$ cat src/rtl/wdt_pkg.sv
package wdt_pkg;
  localparam int unsigned ADDR_W    = 5;
  localparam int unsigned NUM_BYTES = 18;

  localparam int unsigned OFS_RELOAD = 0;
  localparam int unsigned OFS_LIMIT  = 2;
  localparam int unsigned OFS_DIN    = 4;
  localparam int unsigned OFS_DOUT   = 5;
  localparam int unsigned OFS_STAT1  = 6;
  localparam int unsigned OFS_STAT2  = 8;
  localparam int unsigned OFS_CTRL1  = 10;
  localparam int unsigned OFS_CTRL2  = 12;
  localparam int unsigned OFS_MSGA   = 14;
  localparam int unsigned OFS_MSGB   = 15;
  localparam int unsigned OFS_WDCNT  = 16;
  localparam int unsigned OFS_SWIRQ  = 17;

  localparam int unsigned S1_SWSMI  = 1;
  localparam int unsigned S1_INT    = 2;
  localparam int unsigned S1_TOUT   = 3;
  localparam logic [15:0] S1_MASK   = 16'h000E;
  localparam int unsigned S2_SECOND = 1;
  localparam int unsigned S2_BOOT   = 2;
  localparam logic [15:0] S2_MASK   = 16'h0006;
  localparam int unsigned C1_HALT   = 11;
  localparam int unsigned C1_LOCK   = 12;
  localparam logic [15:0] C1_MASK   = 16'h1800;

  localparam logic [15:0] LIMIT_RST = 16'h0004;
  localparam logic [15:0] CTRL2_RST = 16'h0008;
  localparam logic [7:0]  SWIRQ_RST = 8'h03;
endpackage

$ cat src/rtl/wdt_prescaler.sv
module wdt_prescaler #(
  parameter int unsigned DIV = 1000
) (
  input  logic clk_i,
  input  logic rst_ni,
  output logic tick_o
);
  generate
    if (DIV <= 1) begin : g_pass
      assign tick_o = 1'b1;
    end else begin : g_div
      localparam int unsigned CW = $clog2(DIV);
      localparam logic [CW-1:0] LAST = CW'(DIV - 1);
      logic [CW-1:0] cnt_q;
      always_ff @(posedge clk_i) begin
        if (!rst_ni)            cnt_q <= '0;
        else if (cnt_q == LAST) cnt_q <= '0;
        else                    cnt_q <= cnt_q + CW'(1);
      end
      assign tick_o = (cnt_q == LAST);
    end
  endgenerate
endmodule

$ cat src/rtl/wdt_countdown.sv
module wdt_countdown #(
  parameter int unsigned CNT_W = 10
) (
  input  logic        clk_i,
  input  logic        rst_ni,
  input  logic        tick_i,
  input  logic [15:0] limit_i,
  input  logic        restart_i,
  input  logic        stop_i,
  input  logic        store_i,
  input  logic [15:0] store_val_i,
  input  logic        clr_strike_i,
  input  logic        smi_en_i,
  input  logic        no_reboot_i,
  output logic [15:0] reload_o,
  output logic        tout_o,
  output logic        second_o,
  output logic        smi_o,
  output logic        reboot_o
);
  logic [15:0] rld_q;
  logic        run_q, strike_q;
  logic        tout_q, second_q, smi_q, reboot_q;

  always_ff @(posedge clk_i) begin
    if (!rst_ni) begin
      rld_q <= '0; run_q <= 1'b0; strike_q <= 1'b0;
      tout_q <= 1'b0; second_q <= 1'b0; smi_q <= 1'b0; reboot_q <= 1'b0;
    end else begin
      tout_q <= 1'b0; second_q <= 1'b0; smi_q <= 1'b0; reboot_q <= 1'b0;
      if (clr_strike_i) strike_q <= 1'b0;
      if (restart_i) begin
        rld_q <= limit_i;
        run_q <= 1'b1;
      end else if (stop_i) begin
        run_q <= 1'b0;
      end else if (store_i) begin
        rld_q <= store_val_i;
      end else if (run_q && tick_i) begin
        if (rld_q[CNT_W-1:0] > CNT_W'(1)) begin
          rld_q[CNT_W-1:0] <= rld_q[CNT_W-1:0] - CNT_W'(1);
        end else begin
          tout_q <= 1'b1;
          if (strike_q) begin
            second_q <= 1'b1;
            strike_q <= 1'b0;
            if (!no_reboot_i) begin
              reboot_q <= 1'b1;
              run_q    <= 1'b0;
              rld_q    <= '0;
            end else begin
              smi_q <= smi_en_i;
              rld_q <= limit_i;
            end
          end else begin
            strike_q <= 1'b1;
            smi_q    <= smi_en_i;
            rld_q    <= limit_i;
          end
        end
      end
    end
  end

  assign reload_o = rld_q;
  assign tout_o   = tout_q;
  assign second_o = second_q;
  assign smi_o    = smi_q;
  assign reboot_o = reboot_q;

  AST_START_NEEDS_LIMIT: assert property (@(posedge clk_i) disable iff (!rst_ni)
    $rose(run_q) |-> ($past(limit_i) > 16'd1));
  AST_SMI_NEEDS_ENABLE: assert property (@(posedge clk_i) disable iff (!rst_ni)
    smi_q |-> $past(smi_en_i));
  AST_REBOOT_HALTS: assert property (@(posedge clk_i) disable iff (!rst_ni)
    reboot_q |-> (!run_q && rld_q == 16'd0));
  AST_REBOOT_UNMASKED: assert property (@(posedge clk_i) disable iff (!rst_ni)
    reboot_q |-> !$past(no_reboot_i));
endmodule

$ cat src/rtl/wdt_regs.sv
module wdt_regs
  import wdt_pkg::*;
(
  input  logic              clk_i,
  input  logic              rst_ni,
  input  logic              wr_i,
  input  logic [ADDR_W-1:0] addr_i,
  input  logic              word_i,
  input  logic [15:0]       wdata_i,
  output logic [15:0]       rdata_o,
  input  logic [15:0]       reload_i,
  input  logic              tout_i,
  input  logic              second_i,
  output logic [15:0]       limit_o,
  output logic              restart_o,
  output logic              stop_o,
  output logic              store_o,
  output logic [15:0]       store_val_o,
  output logic              clr_strike_o,
  output logic              smi_o,
  output logic              irq_o
);
  logic [NUM_BYTES-1:0] be;
  logic [7:0]           bd [NUM_BYTES];
  logic [7:0]           rb [NUM_BYTES];

  logic [15:0] limit_q, s1_q, s2_q, c1_q, c2_q;
  logic [7:0]  din_q, dout_q, msga_q, msgb_q, wdcnt_q, swirq_q;
  logic        smi_q;

  function automatic logic [15:0] mrg(input logic [15:0] old, input logic el, input logic eh,
                                      input logic [7:0] dl, input logic [7:0] dh);
    return {eh ? dh : old[15:8], el ? dl : old[7:0]};
  endfunction

  always_comb begin
    for (int b = 0; b < NUM_BYTES; b++) begin
      be[b] = wr_i && (addr_i == ADDR_W'(b));
      bd[b] = wdata_i[7:0];
      if (wr_i && word_i && ({1'b0, addr_i} + (ADDR_W+1)'(1) == (ADDR_W+1)'(b))) begin
        be[b] = 1'b1;
        bd[b] = wdata_i[15:8];
      end
    end
  end

  logic hit_rld, hit_lim, hit_s1, hit_s2, hit_c1, hit_c2;
  logic [15:0] c1_new;
  logic can_cur, can_new;

  always_comb begin
    hit_rld = be[OFS_RELOAD] | be[OFS_RELOAD+1];
    hit_lim = be[OFS_LIMIT]  | be[OFS_LIMIT+1];
    hit_s1  = be[OFS_STAT1]  | be[OFS_STAT1+1];
    hit_s2  = be[OFS_STAT2]  | be[OFS_STAT2+1];
    hit_c1  = be[OFS_CTRL1]  | be[OFS_CTRL1+1];
    hit_c2  = be[OFS_CTRL2]  | be[OFS_CTRL2+1];
    c1_new  = (mrg(c1_q, be[OFS_CTRL1], be[OFS_CTRL1+1], bd[OFS_CTRL1], bd[OFS_CTRL1+1]) & C1_MASK)
            | (c1_q & (16'd1 << C1_LOCK));
    can_cur = !c1_q[C1_HALT]   && (limit_q > 16'd1);
    can_new = !c1_new[C1_HALT] && (limit_q > 16'd1);
    restart_o    = (hit_rld && can_cur) || (hit_c1 && can_new);
    stop_o       = hit_c1 && !can_new;
    store_o      = hit_rld && !can_cur;
    clr_strike_o = hit_rld;
    store_val_o  = mrg(reload_i, be[OFS_RELOAD], be[OFS_RELOAD+1], bd[OFS_RELOAD], bd[OFS_RELOAD+1]);
  end

  logic [15:0] s1_n, s2_n;
  always_comb begin
    s1_n = hit_s1 ? (mrg(s1_q, be[OFS_STAT1], be[OFS_STAT1+1], bd[OFS_STAT1], bd[OFS_STAT1+1]) & S1_MASK) : s1_q;
    if (be[OFS_DIN])  s1_n[S1_SWSMI] = 1'b1;
    if (be[OFS_DOUT]) s1_n[S1_INT]   = 1'b1;
    if (tout_i)       s1_n[S1_TOUT]  = 1'b1;
    s2_n = hit_s2 ? (mrg(s2_q, be[OFS_STAT2], be[OFS_STAT2+1], bd[OFS_STAT2], bd[OFS_STAT2+1]) & S2_MASK) : s2_q;
    if (second_i) begin
      s2_n[S2_SECOND] = 1'b1;
      s2_n[S2_BOOT]   = 1'b1;
    end
  end

  always_ff @(posedge clk_i) begin
    if (!rst_ni) begin
      limit_q <= LIMIT_RST; s1_q <= '0; s2_q <= '0; c1_q <= '0; c2_q <= CTRL2_RST;
      din_q <= '0; dout_q <= '0; msga_q <= '0; msgb_q <= '0; wdcnt_q <= '0;
      swirq_q <= SWIRQ_RST; smi_q <= 1'b0;
    end else begin
      if (hit_lim) limit_q <= mrg(limit_q, be[OFS_LIMIT], be[OFS_LIMIT+1], bd[OFS_LIMIT], bd[OFS_LIMIT+1]);
      if (hit_c1)  c1_q <= c1_new;
      if (hit_c2)  c2_q <= mrg(c2_q, be[OFS_CTRL2], be[OFS_CTRL2+1], bd[OFS_CTRL2], bd[OFS_CTRL2+1]);
      s1_q <= s1_n;
      s2_q <= s2_n;
      if (be[OFS_DIN])   din_q   <= bd[OFS_DIN];
      if (be[OFS_DOUT])  dout_q  <= bd[OFS_DOUT];
      if (be[OFS_MSGA])  msga_q  <= bd[OFS_MSGA];
      if (be[OFS_MSGB])  msgb_q  <= bd[OFS_MSGB];
      if (be[OFS_WDCNT]) wdcnt_q <= bd[OFS_WDCNT];
      if (be[OFS_SWIRQ]) swirq_q <= bd[OFS_SWIRQ];
      smi_q <= be[OFS_DIN];
    end
  end

  always_comb begin
    rb[OFS_RELOAD] = reload_i[7:0]; rb[OFS_RELOAD+1] = reload_i[15:8];
    rb[OFS_LIMIT]  = limit_q[7:0];  rb[OFS_LIMIT+1]  = limit_q[15:8];
    rb[OFS_DIN]    = din_q;         rb[OFS_DOUT]     = dout_q;
    rb[OFS_STAT1]  = s1_q[7:0];     rb[OFS_STAT1+1]  = s1_q[15:8];
    rb[OFS_STAT2]  = s2_q[7:0];     rb[OFS_STAT2+1]  = s2_q[15:8];
    rb[OFS_CTRL1]  = c1_q[7:0];     rb[OFS_CTRL1+1]  = c1_q[15:8];
    rb[OFS_CTRL2]  = c2_q[7:0];     rb[OFS_CTRL2+1]  = c2_q[15:8];
    rb[OFS_MSGA]   = msga_q;        rb[OFS_MSGB]     = msgb_q;
    rb[OFS_WDCNT]  = wdcnt_q;       rb[OFS_SWIRQ]    = swirq_q;
  end

  logic [7:0] rd_lo, rd_hi;
  always_comb begin
    rd_lo = 8'h00;
    rd_hi = 8'h00;
    for (int b = 0; b < NUM_BYTES; b++) begin
      if (addr_i == ADDR_W'(b)) rd_lo = rb[b];
      if ({1'b0, addr_i} + (ADDR_W+1)'(1) == (ADDR_W+1)'(b)) rd_hi = rb[b];
    end
    rdata_o = {word_i ? rd_hi : 8'h00, rd_lo};
  end

  assign limit_o = limit_q;
  assign smi_o   = smi_q;
  assign irq_o   = s1_q[S1_INT];

  AST_LOCK_STICKY: assert property (@(posedge clk_i) disable iff (!rst_ni)
    c1_q[C1_LOCK] |=> c1_q[C1_LOCK]);
  AST_DIN_SETS_SWSMI: assert property (@(posedge clk_i) disable iff (!rst_ni)
    smi_q |-> s1_q[S1_SWSMI]);
endmodule

$ cat src/rtl/wdt_top.sv
module wdt_top
  import wdt_pkg::*;
#(
  parameter int unsigned PRESCALE = 1000,
  parameter int unsigned CNT_W    = 10
) (
  input  logic              clk_i,
  input  logic              rst_ni,
  input  logic              bus_wr_i,
  input  logic [ADDR_W-1:0] bus_addr_i,
  input  logic              bus_word_i,
  input  logic [15:0]       bus_wdata_i,
  output logic [15:0]       bus_rdata_o,
  input  logic              smi_en_i,
  input  logic              strap_no_reboot_i,
  input  logic              cfg_no_reboot_i,
  output logic              smi_o,
  output logic              reboot_o,
  output logic              irq_o
);
  logic        tick, tout, second, cd_smi, rg_smi;
  logic        restart, stop, store, clr_strike;
  logic [15:0] limit, reload, store_val;

  wdt_prescaler #(.DIV(PRESCALE)) u_pre (
    .clk_i(clk_i), .rst_ni(rst_ni), .tick_o(tick)
  );

  wdt_regs u_regs (
    .clk_i(clk_i), .rst_ni(rst_ni), .wr_i(bus_wr_i), .addr_i(bus_addr_i),
    .word_i(bus_word_i), .wdata_i(bus_wdata_i), .rdata_o(bus_rdata_o),
    .reload_i(reload), .tout_i(tout), .second_i(second), .limit_o(limit),
    .restart_o(restart), .stop_o(stop), .store_o(store), .store_val_o(store_val),
    .clr_strike_o(clr_strike), .smi_o(rg_smi), .irq_o(irq_o)
  );

  wdt_countdown #(.CNT_W(CNT_W)) u_cd (
    .clk_i(clk_i), .rst_ni(rst_ni), .tick_i(tick), .limit_i(limit),
    .restart_i(restart), .stop_i(stop), .store_i(store), .store_val_i(store_val),
    .clr_strike_i(clr_strike), .smi_en_i(smi_en_i),
    .no_reboot_i(strap_no_reboot_i | cfg_no_reboot_i),
    .reload_o(reload), .tout_o(tout), .second_o(second), .smi_o(cd_smi),
    .reboot_o(reboot_o)
  );

  assign smi_o = cd_smi | rg_smi;
endmodule

$ cat config.mk
export PLATFORM = sky130hd
export DESIGN_NAME = wdt_top
export DESIGN_NICKNAME = d
export VERILOG_FILES = /design/src/rtl/wdt_pkg.sv /design/src/rtl/wdt_prescaler.sv /design/src/rtl/wdt_countdown.sv /design/src/rtl/wdt_regs.sv /design/src/rtl/wdt_top.sv
export SDC_FILE = /design/constraint.sdc
export NUM_CORES = 1
export LEC_CHECK = 0
export BUFFER_PORTS_ARGS = -buffer_cell sky130_fd_sc_hd__buf_2
export CAP_MARGIN = 0
export CORE_AREA = 2 2 161 163
export CTS_CLUSTER_DIAMETER = 40
export CTS_CLUSTER_SIZE = 20
export DETAILED_ROUTE_END_ITERATION = 7
export DIE_AREA = 0 0 163 165
export GPL_TIMING_DRIVEN = 0
export HOLD_SLACK_MARGIN = 0.05
export PLACE_DENSITY_LB_ADDON = 0.08
export SLEW_MARGIN = 15
export SYNTH_ARGS = -nofsm -noshare
export SYNTH_HDL_FRONTEND = slang
export SYNTH_HIERARCHICAL = 1
export SYNTH_SLANG_ARGS = --single-unit
$ cat constraint.sdc
create_clock -name clk_i -period 4.49 [get_ports clk_i]
set_clock_uncertainty 0.05 [all_clocks]
set_input_delay 0.6735 -clock clk_i [delete_from_list [all_inputs] [get_ports clk_i]]
set_output_delay 0.6735 -clock clk_i [all_outputs]
set_load 0.02 [all_outputs]
# Word-level counts from Yosys, hierarchy flattened
# Cells that the tools add are included.
# W data, S select, Z words.
[word_totals]
input_bits = 28
reg_bits = 131
word_cells = 271
[classes]
n_bitwise = 12
eq_ne = 42
n_mux = 108
reduce_logical = 78
order_cmp = 2
add_sub_neg = 3
[ops]
columns = ["cell", "n"]
rows = [
  ["$mux W8", 51],
  ["$mux W16", 6],
  ["$eq A6 B4 Y1 const B", 8],
  ["$logic_and A1 B1 Y1", 44],
  ["$eq A5 B4 Y1 const B", 8],
  ["$mux W1", 40],
  ["$eq A6 B3 Y1 const B", 4],
  ["$eq A5 B3 Y1 const B", 4],
  ["$gt A16 B1 Y1 const B", 1],
  ["$reduce_and A2 Y1", 8],
  ["$reduce_bool A2 Y1", 8],
  ["$or A13 B13 Y13", 1],
  ["$eq A6 B2 Y1 const B", 2],
  ["$eq A6 B5 Y1 const B", 2],
  ["$mux W4", 3],
  ["$ne A3 B3 Y1 const B", 4],
  ["$add A10 B1 Y10 const B", 1],
  ["$eq A10 B10 Y1 const B", 1],
  ["$eq A5 B2 Y1 const B", 2],
  ["$eq A5 B5 Y1 const B", 2],
  ["$gt A10 B1 Y1 const B", 1],
  ["$mux W10", 1],
  ["$mux W5", 2],
  ["$sub A10 B1 Y10 const B", 1],
  ["22 further kinds", 40],
]

# Logic depth before layout (Yosys ltp)
[logic_depth]
depth_word = 21
ltp_mapped = 20

# Modules after synthesis
# Netlist, hierarchy kept.
[modules_own_cells]
columns = ["mod", "cells_each", "instances", "area_each_um2", "seq_area_each_um2"]
rows = [
  ["wdt_regs", 978, 1, 7315.8, 1761.7],
  ["wdt_countdown", 156, 1, 1332.5, 440.4],
  ["wdt_prescaler", 54, 1, 478.0, 200.2],
  ["wdt_top", 2, 1, 12.5, 0.0],
]

# Worst setup path after synthesis
# OpenSTA, ideal clock, no wires.
[synth_timing]
path_kind = "in2reg"
startpoint = "in bus_addr_i[2]"
endpoint = "reg u_cd.rld_q[9] (netlist: u_cd/reload_o[9])"
cell_stages = 17
t_required_ns = 4.317
setup_ns = 0.123
t_arrival_ns = 3.895
setup_slack_ns = 0.422
cell_sequence = "buf_4 buf_6 nand2_2 nor2_1 ha_1 clkbuf_2 or3b_2 buf_2 nor3_4 nor2_1 buf_2 a21oi_2 inv_1 a21o_1 a21o_1 a221oi_1 nor2_1"
[synth_via]
elab_cells_between_ends = 43
[synth_lines]
columns = ["element", "line", "source"]
rows = [
  ["from (decl)", "wdt_top.sv:10", "input logic [ADDR_W-1:0] bus_addr_i,"],
  ["$add A5 B1 Y6", "wdt_regs.sv:40", "if (wr_i && word_i && ({1'b0, addr_i} + (ADDR_W+1)'(1) == (ADDR_W+1)'(b))) begin"],
  ["$eq A6 B1 Y1 or $logic_not A6 Y1 (tied branches)", "wdt_regs.sv:40", ""],
  ["$logic_and A1 B1 Y1", "wdt_regs.sv:40", ""],
  ["$mux W1", "wdt_regs.sv:40", ""],
  ["$or A1 B1 Y1 (*)", "wdt_regs.sv:52", "hit_rld = be[OFS_RELOAD] | be[OFS_RELOAD+1];"],
  ["$logic_and A1 B1 Y1 (*)", "wdt_regs.sv:64", "store_o = hit_rld && !can_cur;"],
  ["named net store", "wdt_top.sv:22", "logic restart, stop, store, clr_strike;"],
  ["$mux W16", "wdt_countdown.sv:37", "end else if (store_i) begin"],
  ["$mux W16", "wdt_countdown.sv:35", "end else if (stop_i) begin"],
  ["$mux W16", "wdt_countdown.sv:32", "if (restart_i) begin"],
  ["to (signal assigned)", "wdt_countdown.sv:33", "rld_q <= limit_i;"],
  ["to (signal assigned)", "wdt_countdown.sv:38", "rld_q <= store_val_i;"],
  ["to (signal, indexed assignment)", "wdt_countdown.sv:41", "rld_q[CNT_W-1:0] <= rld_q[CNT_W-1:0] - CNT_W'(1);"],
  ["to (decl)", "wdt_countdown.sv:21", "logic [15:0] rld_q;"],
]
# Mark *: on every way through the listed nets, which the timed path passes. The rest lies on a longest branch. The select of a mux whose other input is x is not followed.
# A chain may end at the register's enable or synchronous reset.

# Worst setup path after layout
[layout_timing]
startpoint = "in bus_addr_i[2]"
endpoint = "out bus_rdata_o[9]"
[layout_via]
elab_chain_cells = 21
elab_cells_between_ends = 38
[layout_lines]
columns = ["element", "line", "source"]
rows = [
  ["$add A5 B1 Y6 (*)", "wdt_regs.sv:121", "if ({1'b0, addr_i} + (ADDR_W+1)'(1) == (ADDR_W+1)'(b)) rd_hi = rb[b];"],
  ["$logic_not A6 Y1", "wdt_regs.sv:121", ""],
  ["$mux W8 (17 in a row)", "wdt_regs.sv:121", ""],
  ["$mux W8 (*)", "wdt_regs.sv:121", ""],
  ["$mux W8 (*)", "wdt_regs.sv:123", "rdata_o = {word_i ? rd_hi : 8'h00, rd_lo};"],
  ["to (decl)", "wdt_top.sv:13", "output logic [15:0] bus_rdata_o,"],
]
# Mark *: on every way between the ends. The rest lies on a longest branch, timed or not.

==> out/qor.csv <==
metric;value;unit
drc_errors;0;
via_count;10600;
synth_top_area_frac;0.263;
synth_top_cell_by_area;dfxtp_1;
asyncSetResetFlopFracSynth;0;
port-buffer-count;42;
grt_pass1_wl;69.2;mm
path_max_fanout;10;
power.static_leakage;3.98;nW
peak_supply_drop;238;uV
die_width;163;um
post_synth_instance_area;0.00914;mm^2
core-area;0.0250;mm^2
cp.arrival;3720;ps
place_hpwl;36.1;mm
synthMostInstantiatedCell;dfxtp_1;
min_period;4450;ps
antennaDiodeCount;0;
worst-slew-pin-transition;1120;ps
synth_enable_flop_cells;0;
drt.antenna.violating_nets;0;
share_clk_of_total_power;0.453;
cp_cell_sequence;buf_2 -> buf_4 -> buf_6 -> nand2_2 -> nor2_1 -> ha_1 -> clkbuf_2 -> buf_2 -> nor3b_1 -> o21ai_0 -> nand3_1 -> nor4bb_2 -> o32ai_1 -> buf_2;
cts_tree;yes;
cts.hold.buffers_added;0;
drt-pass1-iter-count;6;
cp_top_family;simple AND/OR/NAND/NOR gates;
total_switching_power;0.973;mW
crit_path_end_kind;output pin;
required;3770;ps
std_cell_rows;58;
cts.path.max_buffers;2;
maximum_single_stage_delay_on_the_critical_path;450;ps
synth_commonest_cells;dfxtp_1, nor2_1, nand2_1;
nets;1285;
synth_warnings;6;
yosysUniqueCellTypes;101;
layout.cells.non_filler;1594;
worst_slew_margin_rel;0.235;
synthTopCellsByArea;dfxtp_1, mux2i_1, nor2_1;
holdCritPathClass;reg -> reg;
drt-total-wl;48.0;mm
cts_made_buffers;17;
synth_seq_cells;120;
power.share.combinational;0.184;
groute.usage.overall;0.358;
post_synth_top_flop;dfxtp_1;
layout_worst_path_cycle_share;0.991;
first_iter_violations;1481;
sw_frac_of_total;0.310;
clock-root-buffer;clkbuf_16;
dpl.cell_count;1562;
critPathKind;in -> out;
drt-wirelength-per-cell;30.1;um
setup_viol;0;
worst_skew_pair_later_pin_latency;420;ps
synthCells;1190;
grt_remaining_overflow;0;
fmax;0.225;GHz
grt_max_degree;17;
antenna_violations_before_repair;1;
report.power.total;3.14;mW
grt_setup_unrepaired;true;
synth_area_per_cell;7.68;um^2
power_share_of_the_sequential_group;0.363;
cp_num_buf_inv;6;
internal_portion_of_total_power;2.17;mW
worstSetupStartpointType;primary input;
place.gp.congestion;0.993;
area_delta_synth_final;14.1;%
clkTransAtPathRegs;60;ps
run_status;finished, final reports clean;
power_density;301;mW/mm^2
dieArea;0.0269;mm^2
reg2reg_slack;1590;ps
cts_htree_levels;4;
top_level_ports;47;
ratio_of_cells_with_drive_above_1_in_the_final_layout;0.157;
fin_worst_hold_slack;407;ps
first_global_vias;9727;
cp_slowest_cell;nor4bb_2;
viasPerCell;6.65;
cap_violations;0;
yosysSeqAreaShare;0.263;
cts.sink_count;120;
synthesis.nets;1222;
setup_total_negative_slack;0;ps
timing_max_transition_violations_final;0;
critical_path.most_common_cell;buf_2;
die_y;165;um
hold_viol_final;0;
start_util;0.365;
power groups by stage:
| stage | Sequential [mW] | Combinational (mW) | Clock, mW |
|---|---|---|---|
| final | 1.14 | 0.580 | 1.42 |
| after detailed placement | 1.16 | 0.554 | 0 |
| after CTS | 1.14 | 0.557 | 1.44 |
| after floorplan | 1.14 | 0.359 | 0 |
| after global routing | 1.14 | 0.605 | 1.48 |
| after global placement | 1.16 | 0.562 | 0 |
cells in the final DEF (no fill, tap or decap), types with 18 or more instances in the layout:
master and instances:
a22oi_1 46, nor2_1 115, dfxtp_1 120, a21oi_1 80, clkbuf_1 46, a211oi_1 56
buf_2 86, nor3_1 29, nand2_1 112, o21ai_0 48, o22ai_1 18, mux2i_1 58
nor2b_1 22, nand3_1 48, inv_1 26
flip-flops by register name, indices dropped and copies added (netlist names):
signal	cells
u_regs/wdcnt_q	8
u_cd/strike_q	1
u_regs/s2_q	2
u_regs/limit_o	16
u_regs/msga_q	8
u_cd/second_o	1
u_regs/din_q	8
u_cd/tout_o	1
u_cd/smi_o	1
u_regs/dout_q	8
u_regs/swirq_q	8
u_cd/reload_o	16
u_regs/c1_q	2
u_regs/smi_o	1
u_cd/run_q	1
u_regs/s1_q	3
u_regs/c2_q	16
u_pre/g_div.cnt_q	10
u_regs/msgb_q	8
u_cd/reboot_o	1
repair_timing:
action,4_1_cts,5_1_grt
setup buffers,0,2
pin swaps,0,2
hold endpoints to repair,0,0
resized for setup,2,9
endpoints found under the setup margin,1,25
final cells by class:
cell class | count | area [um^2]
plain buffers | 110 | 556
clock buffers | 19 | 453
clock inverters | 11 | 149
fillers | 2704 | 14600
inverters | 26 | 97.6
multi-input cells | 934 | 6130
flip-flops and latches | 120 | 2400
well taps | 330 | 413
repair buffers | 44 | 225
logic make-up (layout without fill, tap and decap cells):
logic type / count (synthesis) / in the layout / synth area share
muxes: 73 / 73 / 0.0857
DFF: 120 / 120 / 0.263
buffers and inverters: 136 / 210 / 0.0711
adders and majority gates: 4 / 4 / 0.00548
AOI/OAI and AO/OA: 394 / 394 / 0.301
xor gates and xnor gates: 6 / 6 / 0.00575
and+or+nand+nor: 457 / 457 / 0.268
layer usage:
metal,part of all wire,track usage
met1,0.43,0.514
met2,0.40,0.508
met3,0.13,0.0924
met4,0.039,0.135
met5,0,0
worst reg2reg max path, delay by kind of cell (launching register included):
family	cells	cell delay, ps
compound gates	5	1420
buf+inv	2	520
flops	1	460
simple gates	2	320
worst paths after layout:
check                                           from                   end  depth (start not counted)
worst max-delay path                   bus_addr_i[2]        bus_rdata_o[9]                         14
worst min-delay path            u_pre/g_div.cnt_q[0]  u_pre/g_div.cnt_q[0]                          1
worst max register to register       u_regs/c1_q[11]      u_cd/reload_o[4]                          9
worst min register to register  u_pre/g_div.cnt_q[0]  u_pre/g_div.cnt_q[0]                          1
through the flow:
step                      setup slack, ps  cell area [um^2]   util
after floorplan                       422              9140      -
after global placement               -479              9760  0.390
after detailed placement             -424              9760  0.390
after CTS                            13.3             10400  0.414
after global routing                -71.7             10400  0.416
final                                42.3             10400  0.416
Note: power is estimated with default switching activity, not from simulation.
